==> src/rtl/irq_oport_pkg.sv <==
package irq_oport_pkg;
  typedef struct packed {
    logic maskWr;
    logic cfgWr;
    logic setWr;
    logic clrWr;
    logic rdStat;
    logic rdIn;
  } busStrobes_t;
endpackage

==> src/rtl/irq_oport_ctrl.sv <==
module irq_oport_ctrl
  import irq_oport_pkg::*;
#(
  parameter int ADDR_W = 4,
  parameter logic [ADDR_W-1:0] MASK_ADDR = 'h5,
  parameter logic [ADDR_W-1:0] PORT_ADDR = 'hD,
  parameter logic [ADDR_W-1:0] SET_ADDR  = 'hE,
  parameter logic [ADDR_W-1:0] CLR_ADDR  = 'hF
) (
  input  logic              clk,
  input  logic              rstN,
  input  logic [ADDR_W-1:0] busAddr,
  input  logic              busWrEn,
  output busStrobes_t       strb
);
  always_comb begin
    strb        = '0;
    strb.maskWr = busWrEn && (busAddr == MASK_ADDR);
    strb.cfgWr  = busWrEn && (busAddr == PORT_ADDR);
    strb.setWr  = busWrEn && (busAddr == SET_ADDR);
    strb.clrWr  = busWrEn && (busAddr == CLR_ADDR);
    strb.rdStat = (busAddr == MASK_ADDR);
    strb.rdIn   = (busAddr == PORT_ADDR);
  end


  one_write_strobe_chk: assert property (@(posedge clk) disable iff (!rstN)
    $onehot0({strb.maskWr, strb.cfgWr, strb.setWr, strb.clrWr}));
endmodule

==> src/rtl/irq_oport_dp.sv <==
module irq_oport_dp
  import irq_oport_pkg::*;
#(
  parameter int NUM_CH      = 2,
  parameter int DATA_W      = 8,
  parameter int SYNC_STAGES = 2
) (
  input  logic              clk,
  input  logic              rstN,
  input  busStrobes_t       strb,
  input  logic [DATA_W-1:0] wrData,
  output logic [DATA_W-1:0] rdData,
  input  logic [NUM_CH-1:0] chanTxRdy,
  input  logic [NUM_CH-1:0] chanRxRdy,
  input  logic [DATA_W-1:0] inPinsN,
  input  logic [DATA_W-1:0] altOutN,
  output logic [DATA_W-1:0] outPinsN,
  output logic              irqN
);
  localparam int STAT_W = 4 * NUM_CH;

  logic [DATA_W-1:0] maskReg, cfgReg, portReg;
  logic [DATA_W-1:0] statVec;
  logic [DATA_W-1:0] inSync [SYNC_STAGES];
  logic              irqReg;

  // nibble-per-channel status layout
  always_comb begin
    statVec = '0;
    for (int ch = 0; ch < NUM_CH; ch++) begin
      statVec[4*ch]   = chanTxRdy[ch];
      statVec[4*ch+1] = chanRxRdy[ch];
    end
  end

  always_ff @(posedge clk or negedge rstN) begin
    if (!rstN) begin
      maskReg <= '0;
      cfgReg  <= '0;
      portReg <= '0;
      irqReg  <= 1'b1;
    end else begin
      if (strb.maskWr) maskReg <= wrData;
      if (strb.cfgWr)  cfgReg  <= wrData;
      if (strb.setWr)  portReg <= portReg | wrData;
      if (strb.clrWr)  portReg <= portReg & ~wrData;
      irqReg <= ~|(statVec & maskReg);
    end
  end

  generate
    for (genvar s = 0; s < SYNC_STAGES; s++) begin : g_sync
      always_ff @(posedge clk or negedge rstN) begin
        if (!rstN) inSync[s] <= '1;
        else if (s == 0) inSync[s] <= inPinsN;
        else inSync[s] <= inSync[(s == 0) ? 0 : s-1];
      end
    end
  endgenerate

  generate
    for (genvar p = 0; p < DATA_W; p++) begin : g_pin
      assign outPinsN[p] = cfgReg[p] ? altOutN[p] : ~portReg[p];
    end
  endgenerate

  always_comb begin
    rdData = '0;
    if (strb.rdStat)    rdData = statVec;
    else if (strb.rdIn) rdData = inSync[SYNC_STAGES-1];
  end

  assign irqN = irqReg;


  irq_track_chk: assert property (@(posedge clk) disable iff (!rstN)
    irqN == !$past(|(statVec & maskReg)));

  set_bits_chk: assert property (@(posedge clk) disable iff (!rstN)
    strb.setWr |=> ((portReg & $past(wrData)) == $past(wrData)));

  clr_bits_chk: assert property (@(posedge clk) disable iff (!rstN)
    strb.clrWr |=> ((portReg & $past(wrData)) == '0));

  port_hold_chk: assert property (@(posedge clk) disable iff (!rstN)
    (!strb.setWr && !strb.clrWr) |=> $stable(portReg));

  initial begin

    stat_fit_chk: assert (STAT_W <= DATA_W);
  end
endmodule

==> src/rtl/irq_oport_unit.sv <==
module irq_oport_unit
  import irq_oport_pkg::*;
#(
  parameter int NUM_CH      = 2,
  parameter int DATA_W      = 8,
  parameter int ADDR_W      = 4,
  parameter int SYNC_STAGES = 2
) (
  input  logic              clk,
  input  logic              rstN,
  input  logic [ADDR_W-1:0] busAddr,
  input  logic              busWrEn,
  input  logic [DATA_W-1:0] busWrData,
  output logic [DATA_W-1:0] busRdData,
  input  logic [NUM_CH-1:0] chanTxRdy,
  input  logic [NUM_CH-1:0] chanRxRdy,
  input  logic [DATA_W-1:0] inPinsN,
  input  logic [DATA_W-1:0] altOutN,
  output logic [DATA_W-1:0] outPinsN,
  output logic              irqN
);
  busStrobes_t strb;

  irq_oport_ctrl #(.ADDR_W(ADDR_W)) ctrl_i (
    .clk(clk), .rstN(rstN), .busAddr(busAddr), .busWrEn(busWrEn), .strb(strb)
  );

  irq_oport_dp #(.NUM_CH(NUM_CH), .DATA_W(DATA_W), .SYNC_STAGES(SYNC_STAGES)) dp_i (
    .clk(clk), .rstN(rstN), .strb(strb), .wrData(busWrData), .rdData(busRdData),
    .chanTxRdy(chanTxRdy), .chanRxRdy(chanRxRdy), .inPinsN(inPinsN),
    .altOutN(altOutN), .outPinsN(outPinsN), .irqN(irqN)
  );
endmodule

==> config.mk <==
export PLATFORM = sky130hd
export DESIGN_NAME = irq_oport_unit
export DESIGN_NICKNAME = d
export VERILOG_FILES = /design/src/rtl/irq_oport_pkg.sv /design/src/rtl/irq_oport_ctrl.sv /design/src/rtl/irq_oport_dp.sv /design/src/rtl/irq_oport_unit.sv
export SDC_FILE = /design/constraint.sdc
export NUM_CORES = 1
export LEC_CHECK = 0
export BUFFER_PORTS_ARGS = -buffer_cell sky130_fd_sc_hd__buf_2
export CORE_UTILIZATION = 52
export CTS_CLUSTER_DIAMETER = 30
export CTS_CLUSTER_SIZE = 14
export DETAILED_ROUTE_END_ITERATION = 8
export GPL_ROUTABILITY_DRIVEN = 0
export PLACE_DENSITY = 0.82
export SYNTH_ARGS = -nofsm -noshare
export SYNTH_HDL_FRONTEND = slang
export SYNTH_SLANG_ARGS = --single-unit
==> constraint.sdc <==
create_clock -name clk -period 2.3 [get_ports clk]
set_clock_uncertainty 0.05 [all_clocks]
set_input_delay 0.23 -clock clk [delete_from_list [all_inputs] [get_ports clk]]
set_output_delay 0.23 -clock clk [all_outputs]
set_load 0.01 [all_outputs]
==> qor.txt <==
Asr flop ratio synth: 100%
Largest cells by area after synthesis: dfrtp_1 (33%), dfstp_2 (30%), mux2i_1 (7.9%), mux2_4 (7.9%), nand2_1 (4.0%)
Area Overhead vs Synth: 29.2%
Total clock sinks: 37
# setup viols final: 0
Max-slew violations: 0
Num rows: 19
Most common cell in the netlist: dfrtp_1
Yosys top cell area share: 33.1%
Cell area after synthesis: 1510 sq um
Crit-path max FO: 2
Core area: 2760 sq um
Router iterations before antenna repair: 4
Antenna cells: 0
DR WL/cell: 13.7 microns
Layout net count: 211
Syn Nets: 147
Worst path slowest cell: dlygate4sd3_1
TNS Setup: 0 ps
Number of distinct library cells after synthesis: 20
Slew @ Worst Pin: 772 ps
Post-route cell area: 1960 sq um
Worst ir drop on vdd: 0.000603 V
Crit path DAT: 1210 ps
Largest net degree at the start of global routing: 38
Gates resized, CTS repair: 0
Post-synth top cells: dfrtp_1 (20), dfstp_2 (17), nand2_1 (16)
Area leader, netlist: dfrtp_1
Post CTS Setup Buffer Count: 0
Status: complete, no violations
Die Wd: 56.0 microns
Leakage: 1.02 nW
GRT Util Overall: 19.9%
Die area: 3130 sq um
Routing usage on met3: 5.81%
Detailed Route WL: 2.85 mm
Ys flop type: dfrtp_1
Switching Fraction: 26.7%
Worst Hold Class: input port to flip-flop
CP startpoint kind: input port
EDFF count, synth: 0
Reg area: 947 sq um
CTS tree: yes
Total gr overflow: 0
Post-DP HPWL: 2.04 mm
Power Density: 775 nW/um^2
Syn Area/Cell: 13.5 sq um
Num CTS Buffers: 5
Most Used Layer, Global Route: met2
Multi-input logic area: 505 sq um
Clock latency on the worst-skew pair: 330 ps
Die Span Y: 56.0 microns
Largest stage delay on the critical path: 540 ps
Met1 Usage GRT: 24.7%
Crit path time final: 1490 ps
Comb power frac: 19.0%
Starting density of the core: 54.9%
Setup CP Type: input port to output port
Share of cells above drive strength 1: 52.0%
Syn Inst Count: 112
FMAX: 670 MHz
Vias: 1,030
Clk pwr share: 27.0%
Yosys warns: 0
Number of global-route vias before repair: 1,067
Share of the core filled with cells: 70.9%
Critical path's top delay family: buffers and inverters
Crit. End Element: output port
First-pass GRT wire length: 4.73 mm
Initial antenna violation count: 0
Htree depth: 2
RSZ-0062 raised after global routing: no
Clock tree root driver cell: clkbuf_4
Max_cap viols: 0
Reg clk slew, reported paths: 120 ps
Remaining antenna violation count after routing: 0
Net switching power: 0.404 mW
Sequential share of power: 54.0%
Layout fillers: 202
Period utilization: 64.9%
Buf+Inv Stages, Crit Path: 3
# port buffers: 51
Number of synthesized register bits: 37
# IOs: 52
Total power: 1.52 mW
Crit-path cells: dlygate4sd3_1 > buf_2 > mux2i_1 > nor2_1 > buf_2
Post-DR vias/cell: 4.95
Post-synthesis sequential area ratio: 62.6%
DRC: 0
Slew headroom: 48.6%
Met2 usage: 32.9%
Placement Cell Area: 1780 sq um
Worst-case clock buffer depth: 2
Drt initial violations: 18
Internal power: 1.11 mW
Crit path required time: 2020 ps
Final Hold Viols: 0
Hold_buf cts: 9
Most frequent cell on the critical path: buf_2
[power by group through the flow]
stage          clock network (mW)  logic (mW)  registers (mW)
2_1_floorplan                   0       0.169           0.818
3_3_place_gp                    0       0.264           0.826
3_5_place_dp                    0       0.278           0.832
4_1_cts                     0.422       0.291           0.820
5_1_grt                     0.446       0.316           0.833
6_report                    0.410       0.288           0.819
[path summary, 6_finish.rpt]
check | from | endpoint | slack [ps] | cells past startpoint
hold reg to reg | dp_i.inSync[15] | dp_i.inSync[7] | 310 | 0
max in group asynchronous | rstN | asynchronous set/reset pin | 1260 | 2
setup reg to reg | dp_i.maskReg[0] | dp_i.irqN | 1270 | 2
setup / recovery | chanRxRdy[1] | busRdData[5] | 810 | 5
min in group asynchronous | rstN | asynchronous set/reset pin | 440 | 2
hold / removal | chanRxRdy[0] | dp_i.irqN | 30 | 2
[layout make-up]
type / count / area share [%]
clock buffer: 6 / 3.20
clock inverter: 2 / 0.832
inverter: 8 / 1.54
multi-input combinational: 63 / 25.8
sequential: 37 / 48.4
tap: 31 / 1.98
timing repair buffer: 61 / 18.2
[worst register-to-register path: stages (launching register included)]
cell	delay, ps
dfrtp_1	400
a22o_1	230
a221oi_1	260
[cell families after synthesis]
logic type	count (synthesis)	synth area share, %
compound gates	10	3.80
mux	24	18.8
buf+inv	12	4.05
flops	37	62.6
simple gates	29	10.7
[layer usage]
layer	share of wire, %	vias up
li1	-	504
met1	42	496
met2	53	28
met3	4.1	2
met4	0.67	0
met5	0	-
[per-stage QoR]
stage,instances,hold slack [ps],setup WS [ps]
floorplan,112,-116,983
global placement,190,283,825
detailed placement,190,286,806
CTS,207,9.21,809
global route,208,8.48,769
finish,208,26.9,808
[placed cells by master (no fill, tap or decap)]
cell type	n
dfstp_2	17
mux2i_1	12
clkinv_4	1
a22o_1	1
and4_1	1
mux2_2	4
a221oi_1	1
o21ai_0	8
nor2_1	4
dlygate4sd3_1	10
mux2_4	8
nand2_1	16
and3_1	4
dfrtp_1	20
and3_4	1
nand3b_2	1
nor3b_4	1
clkbuf_16	1
inv_1	8
clkinvlp_4	1
buf_2	51
clkbuf_4	5
and3b_4	1
Note: power is estimated with default switching activity, not from simulation.
